<file path="config.mk">
export PLATFORM = sky130hd
export DESIGN_NAME = ea_gen
export DESIGN_NICKNAME = d
export VERILOG_FILES = /design/src/rtl/ea_gen_pkg.sv /design/src/rtl/ea_sext.sv /design/src/rtl/ea_decode.sv /design/src/rtl/ea_offset_sel.sv /design/src/rtl/ea_gen.sv
export SDC_FILE = /design/constraint.sdc
export NUM_CORES = 1
export LEC_CHECK = 0
export CAP_MARGIN = 20
export CORE_MARGIN = 2
export CORE_UTILIZATION = 40
export DETAILED_ROUTE_END_ITERATION = 6
export PLACE_DENSITY_LB_ADDON = 0.12
export SETUP_SLACK_MARGIN = 0.02
export SYNTH_ARGS = -nofsm -noshare
export SYNTH_HDL_FRONTEND = slang
export SYNTH_SLANG_ARGS = --single-unit
</file>
<file path="constraint.sdc">
create_clock -name vclk -period 5.8
set_clock_uncertainty 0.1 [all_clocks]
set_input_delay 1.16 -clock vclk [all_inputs]
set_output_delay 1.16 -clock vclk [all_outputs]
set_load 0.03 [all_outputs]
</file>
<file path="src/rtl/ea_gen_pkg.sv">
package ea_gen_pkg;

   localparam int INSTR_W = 16;
   localparam int OPC_W   = 4;
   localparam int LINK_B  = 11;

   typedef enum logic [OPC_W-1:0] {
      OP_BRANCH   = 4'h0,
      OP_ADDI     = 4'h1,
      OP_LOADPC   = 4'h2,
      OP_STOREPC  = 4'h3,
      OP_CALL     = 4'h4,
      OP_ANDI     = 4'h5,
      OP_LOADB    = 4'h6,
      OP_STOREB   = 4'h7,
      OP_IRET     = 4'h8,
      OP_INV      = 4'h9,
      OP_LOADIND  = 4'hA,
      OP_STOREIND = 4'hB,
      OP_JUMPR    = 4'hC,
      OP_RESV     = 4'hD,
      OP_ADDRPC   = 4'hE,
      OP_SVC      = 4'hF
   } opcode_e;

   typedef enum logic [1:0] {
      BASE_NONE = 2'd0,
      BASE_PC   = 2'd1,
      BASE_REG  = 2'd2
   } base_sel_e;

   typedef enum logic [1:0] {
      OFF_ZERO  = 2'd0,
      OFF_SHORT = 2'd1,
      OFF_MID   = 2'd2,
      OFF_LONG  = 2'd3
   } off_sel_e;

endpackage

</file>
<file path="src/rtl/ea_sext.sv">
module ea_sext #(
   parameter int IN_W  = 5,
   parameter int OUT_W = 16
) (
   input  logic [IN_W-1:0]  din,
   output logic [OUT_W-1:0] dout
);
   localparam int PAD_W = OUT_W - IN_W;

   if (IN_W < 1) begin : g_bad_in
      $error("ea_sext: IN_W must be at least 1");
   end
   if (IN_W > OUT_W) begin : g_bad_out
      $error("ea_sext: IN_W must not exceed OUT_W");
   end

   if (PAD_W == 0) begin : g_same
      assign dout = din;
   end else begin : g_pad
      assign dout = {{PAD_W{din[IN_W-1]}}, din};
   end
endmodule

</file>
<file path="src/rtl/ea_decode.sv">
module ea_decode
   import ea_gen_pkg::*;
(
   input  logic [OPC_W-1:0] opcode,
   input  logic             link,
   output base_sel_e        base_sel,
   output off_sel_e         off_sel,
   output logic             bad_op
);
   always_comb begin
      base_sel = BASE_NONE;
      off_sel  = OFF_ZERO;
      bad_op   = 1'b0;
      case (opcode_e'(opcode))
         OP_BRANCH, OP_LOADPC, OP_STOREPC,
         OP_LOADIND, OP_STOREIND, OP_ADDRPC: begin
            base_sel = BASE_PC;
            off_sel  = OFF_MID;
         end
         OP_CALL: begin
            if (link) begin
               base_sel = BASE_PC;
               off_sel  = OFF_LONG;
            end else begin
               base_sel = BASE_REG;
               off_sel  = OFF_ZERO;
            end
         end
         OP_LOADB, OP_STOREB: begin
            base_sel = BASE_REG;
            off_sel  = OFF_SHORT;
         end
         OP_JUMPR: begin
            base_sel = BASE_REG;
            off_sel  = OFF_ZERO;
         end
         default: begin
            bad_op = 1'b1;
         end
      endcase
   end
endmodule

</file>
<file path="src/rtl/ea_offset_sel.sv">
module ea_offset_sel
   import ea_gen_pkg::*;
#(
   parameter int ADDR_W = 16,
   parameter int SHORT_W = 6,
   parameter int MID_W   = 9,
   parameter int LONG_W  = 11
) (
   input  logic [LONG_W-1:0] field,
   input  off_sel_e          off_sel,
   output logic [ADDR_W-1:0] offset
);
   localparam int NUM_W = 3;
   localparam int FLD_W [NUM_W] = '{SHORT_W, MID_W, LONG_W};

   if (!(SHORT_W < MID_W && MID_W < LONG_W)) begin : g_bad_order
      $error("ea_offset_sel: field widths must increase strictly");
   end

   logic [ADDR_W-1:0] ext [NUM_W];

   for (genvar gi = 0; gi < NUM_W; gi++) begin : g_ext
      ea_sext #(.IN_W(FLD_W[gi]), .OUT_W(ADDR_W)) u_sx (
         .din  (field[FLD_W[gi]-1:0]),
         .dout (ext[gi])
      );
   end

   always_comb begin
      case (off_sel)
         OFF_SHORT: offset = ext[0];
         OFF_MID:   offset = ext[1];
         OFF_LONG:  offset = ext[2];
         default:   offset = '0;
      endcase
   end
endmodule

</file>
<file path="src/rtl/ea_gen.sv">
module ea_gen
   import ea_gen_pkg::*;
#(
   parameter int ADDR_W = 16,
   parameter int IMM_W  = 5
) (
   input  logic [INSTR_W-1:0] instr,
   input  logic [ADDR_W-1:0]  pc_next,
   input  logic [ADDR_W-1:0]  base_val,
   output logic [ADDR_W-1:0]  eff_addr,
   output logic [ADDR_W-1:0]  imm_val,
   output logic               bad_op
);
   localparam int SHORT_W = 6;
   localparam int MID_W   = 9;
   localparam int LONG_W  = LINK_B;
   localparam int OPC_LSB = INSTR_W - OPC_W;

   if (ADDR_W < LONG_W + 1) begin : g_bad_addr
      $error("ea_gen: ADDR_W too narrow for the widest offset");
   end
   if (IMM_W < 1 || IMM_W > SHORT_W) begin : g_bad_imm
      $error("ea_gen: IMM_W out of range");
   end

   base_sel_e         base_sel;
   off_sel_e          off_sel;
   logic              dec_bad;
   logic [ADDR_W-1:0] offset;
   logic [ADDR_W-1:0] base_pick;
   logic [ADDR_W-1:0] sum;

   ea_decode u_dec (
      .opcode   (instr[INSTR_W-1:OPC_LSB]),
      .link     (instr[LINK_B]),
      .base_sel (base_sel),
      .off_sel  (off_sel),
      .bad_op   (dec_bad)
   );

   ea_offset_sel #(
      .ADDR_W (ADDR_W), .SHORT_W(SHORT_W), .MID_W(MID_W), .LONG_W(LONG_W)
   ) u_off (
      .field   (instr[LONG_W-1:0]),
      .off_sel (off_sel),
      .offset  (offset)
   );

   ea_sext #(.IN_W(IMM_W), .OUT_W(ADDR_W)) u_imm (
      .din  (instr[IMM_W-1:0]),
      .dout (imm_val)
   );

   always_comb begin
      case (base_sel)
         BASE_PC:  base_pick = pc_next;
         BASE_REG: base_pick = base_val;
         default:  base_pick = '0;
      endcase
   end

   assign sum      = base_pick + offset;
   assign eff_addr = dec_bad ? '0 : sum;
   assign bad_op   = dec_bad;
endmodule

</file>
=== After elaboration in Yosys (flattened, before gate mapping) ===
Cells that the tools add are included.

* Bits in read-only memories: 0
* Bits in latches: 0
* RAM bits: 0
* Memories: 0
* Bits in registers: 0

* Shift operators: 0
* Multipliers: 0
* Mux-type cells: 8
* Div/mod/pow operators: 0
* $lt $le $gt $ge: 0
* Equality and inequality tests: 14
* Add/sub/neg operators: 1
* Reduce and logical (&&, ||, !) cells: 5
* Bitwise gates (word level): 0

{| class="wikitable"
|+ Operators with widths
! operator !! count
|-
| $pmux W16 S3 || 1
|-
| $pmux W16 S2 || 1
|-
| $add A16 B16 Y16 || 1
|-
| $eq A4 B4 Y1 const B || 4
|-
| $mux W16 || 1
|-
| $eq A4 B3 Y1 const B || 3
|-
| $pmux W2 S3 || 2
|-
| $reduce_or A10 Y1 || 1
|-
| $eq A4 B2 Y1 const B || 2
|-
| $eq A2 B2 Y1 const B || 3
|-
| $reduce_or A6 Y1 || 1
|-
| $eq A2 B1 Y1 const B || 2
|-
| $logic_not A4 Y1 || 1
|-
| $mux W2 || 2
|-
| $reduce_or A3 Y1 || 1
|-
| $reduce_or A2 Y1 || 1
|-
| $mux W1 || 1
|}

=== Logic depth before layout (Yosys ltp) ===
* Word-level depth: 7
* Gate-level depth with buffers: 19
* Mapped depth without buffers: 16

=== By module ===
Synthesis repeated with hierarchy kept, for this count alone.

* Cells, all modules: 282
* Area total of the unflattened synthesis: 2,097.0 um^2

{| class="wikitable"
|+ Modules (own cells, without submodules)
! module !! seq. area each (um^2) !! cells an instance !! instances !! area an instance (um^2)
|-
| ea_gen || 0.0 || 164 || 1 || 1,079.8
|-
| ea_sext || 0.0 || 16 || 4 || 120.1
|-
| ea_offset_sel || 0.0 || 39 || 1 || 434.2
|-
| ea_decode || 0.0 || 15 || 1 || 102.6
|}

=== Worst setup path after synthesis ===
Ideal clock, no wire load.

* Kind: input port to output port
* From: input port instr[13]
* To: output port eff_addr[15]
* Data arrival time: 4.666 ns
* Slack: -0.126 ns
* Cell stages on the path: 17
* Cells stage by stage: buf_6 > nor3b_1 > a21oi_1 > o22ai_1 > inv_1 > ha_1 > clkbuf_1 > clkbuf_1 > a22oi_1 > nor2_1 > ha_1 > a21oi_1 > o21ai_0 > a21o_1 > o21a_1 > o32ai_1 > mux2i_1

* Cells in the longest elaborated chain, start to end: 7
* Elaborated cells between the ends (all ways): 25

{| class="wikitable"
|+ RTL lines
! what !! RTL line !! RTL
|-
| start: declaration || ea_gen.sv:7 || <nowiki>input logic [INSTR_W-1:0] instr,</nowiki>
|-
| $eq A4 B2 Y1, or another cell as far along || ea_decode.sv:14 || <nowiki>case (opcode_e'(opcode))</nowiki>
|-
| $reduce_or A6 Y1, or another cell as far along || n/a ||
|-
| $pmux W2 S3 || ea_decode.sv:14 ||
|-
| $eq A2 B2 Y1, or another cell as far along || ea_offset_sel.sv:30 || <nowiki>case (off_sel)</nowiki>
|-
| $pmux W16 S3 or $pmux W16 S2 (tied branches) || ea_offset_sel.sv:30, ea_gen.sv:55 ||
|-
| $add A16 B16 Y16 || ea_gen.sv:62 || <nowiki>assign sum = base_pick + offset;</nowiki>
|-
| $mux W16 (*) || ea_gen.sv:63 || <nowiki>assign eff_addr = dec_bad ? '0 : sum;</nowiki>
|-
| end: declaration || ea_gen.sv:10 || <nowiki>output logic [ADDR_W-1:0] eff_addr,</nowiki>
|}

Mark *: on every way between the ends. The rest lies on a longest branch, timed or not.

=== Final worst setup path ===
Same ends and word-level chain as after synthesis.

==> qor.yml <==
status: "finished, final reports clean"
arrival_ns: 4.36
leakagePower_nw: 1.15
wl_per_cell_um: 13.5
area_growth_pct: 79.6
ir_drop_v: 0.0000644
min_path_type: "in2out"
die_x_um: 62.4
cp_common_cell: "a21oi_2"
dpl.hpwl_um: 3850
crit_path_max_fanout: 6
num-clock-buffers: 0
die_h_um: 62.4
antenna_found_initial: 0
layout_common_cells: "clkdlybuf4s50_1 (61), buf_4 (50), nor2_1 (28)"
vias: 1823
worstPathCellList: "dlygate4sd2_1 > nor3b_4 > a21oi_2 > o22ai_2 > buf_6 > ha_2 > or2_2 > inv_1 > ha_1 > a21o_1 > nand4_1 > a21oi_2 > o21a_1 > o32ai_2 > mux2i_2 > buf_4"
drc: 0
period_share: 0.969
syn_avg_cell_area_um2: 6.60
numPortBuffers: 81
drive_above_1_share: 0.273
seq_cell_count: 0
sequentialPowerShare: 0
ant_nets: 0
fin_nets: 372
yosysWarnings: 0
worstSetupPathType: "in2out"
powerDensity_mw_per_mm2: 113
use_met2: 0.469
clkPwrFrac: 0
cap_violations: 0
initial_core_util: 0.413
dieArea_mm2: 0.00390
yosysTopAreaCell: "ha_1"
cp_num_buf_inv: 4
dr.pass1.iters: 4
seq_area_um2: 0
slew_viol_final: 0
yosysSeqAreaShare: 0
slew_headroom: 0.668
yosys-top-cells-area: "ha_1 (16%), a22oi_1 (8.8%), buf_4 (8.8%), nor2_1 (8.0%), a21oi_1 (4.8%)"
synthesis.area_mm2: 0.00137
synth_top_area_share: 0.156
final_cells: 350
grt_setup_unrepaired: "no"
min_period_ns: 5.62
grt_use_met3: 0.0288
dp_cells: 346
mostFrequentLayoutCell: "clkdlybuf4s50_1"
cp_slowest_cell: "dlygate4sd2_1"
p_comb_frac: 1.000
globalRouteOverflowTotal: 0
start_kind: "input port"
hold_viol: 0
max_freq_mhz: 178
required_ns: 4.54
grt_max_degree: 16
grt_pass1_vias: 1724
setup_viol: 0
setup_ws_ns: 0.181
gp_congestion: 0.852
cts_hold_buf: 0
wirelength_um: 4710
n_antenna_cell: 0
fillers: 268
rows: 21
p_int_mw: 0.136
grt.total_usage: 0.224
vias_per_cell: 5.21
crit_family: "compound AO/OA/AOI/OAI gates"
end_kind: "output port"
tightest_slew_ns: 0.498
core_area_mm2: 0.00331
power_switching_mw: 0.142
grt_busiest_layer: "met2"
synth_cells: 207
dp_slack_ns: -0.190
syn_nets: 273
grt_pass1_wl_um: 7440
synth_cell_type_count: 47
p_sw_frac: 0.512
drtIter0Drc: 82
fin_setup_tns_ns: 0
use_met1: 0.249
max_stage_delay_ns: 0.33
io_pins: 81
-- layer usage --
metal	up-vias	share of wire	wire length (µm)
li1	937	-	-
met1	829	0.42	1980
met2	57	0.52	2450
met3	0	0.057	270
met4	0	0	0
met5	-	0	0
-- kinds of logic (layout without fill, tap and decap cells) --
family                   count (synthesis)  count (layout)  synth area share
XOR/XNOR                                 6               6            0.0385
AO/OA/AOI/OAI                           70              70             0.354
multiplexers                             1               1           0.00733
AND/OR/NAND/NOR                         77              77             0.284
buffers and inverters                   35             132             0.146
adder cells (fa/ha/maj)                 18              18             0.170
-- repair_timing --
| action | 4_1_cts | 5_1_grt |
|---|---|---|
| pin swaps | 0 | 7 |
| resized for setup | 7 | 25 |
| endpoints found under the setup margin | 10 | 10 |
| setup buffers | 0 | 4 |
-- layout make-up --
class	instances	area (µm²)	share of cell area
Tap cell	46	57.6	0.0235
Inverter	11	41.3	0.0168
Timing Repair Buffer	121	1090	0.446
Multi-Input combinational cell	172	1260	0.514
-- cells in the mapped netlist (2+ instances only) --
cell type	count
and2_1	2
o21a_1	7
nand4_1	3
nor2b_1	9
a21o_1	5
o21ai_0	8
clkbuf_1	6
a211oi_1	2
nor3b_1	3
a211o_1	2
o31ai_1	2
xnor2_1	5
a21o_2	3
a22oi_1	16
a21oi_1	13
nand2_1	12
ha_1	17
inv_1	10
nor2_1	29
nand3_1	3
a31oi_1	2
nor3_1	7
buf_4	16
a21boi_0	2
-- stage by stage --
step / util / power [mW] / hold slack [ns] / instance area, µm²
final: 0.741 / 0.278 / 3.10 / 2450
after CTS: 0.707 / 0.267 / 3.22 / 2340
after detailed placement: 0.701 / 0.265 / 3.21 / 2320
after floorplan: - / 0.155 / 2.35 / 1380
after global routing: 0.741 / 0.301 / 3.17 / 2450
after global placement: 0.701 / 0.263 / 3.22 / 2320
-- path summary, 6_finish.rpt --
check	depth (start not counted)	slack [ns]	to	start
hold / removal	7	3.10	eff_addr[12]	instr[12]
setup / recovery	16	0.18	eff_addr[15]	instr[13]
-- power groups by stage --
stage          logic (mW)  registers (mW)  clock network [mW]
2_1_floorplan       0.155               0                   0
3_3_place_gp        0.263               0                   0
3_5_place_dp        0.265               0                   0
4_1_cts             0.267               0                   0
5_1_grt             0.301               0                   0
6_report            0.278               0                   0
No activity file was read; power rests on OpenSTA's default activity.
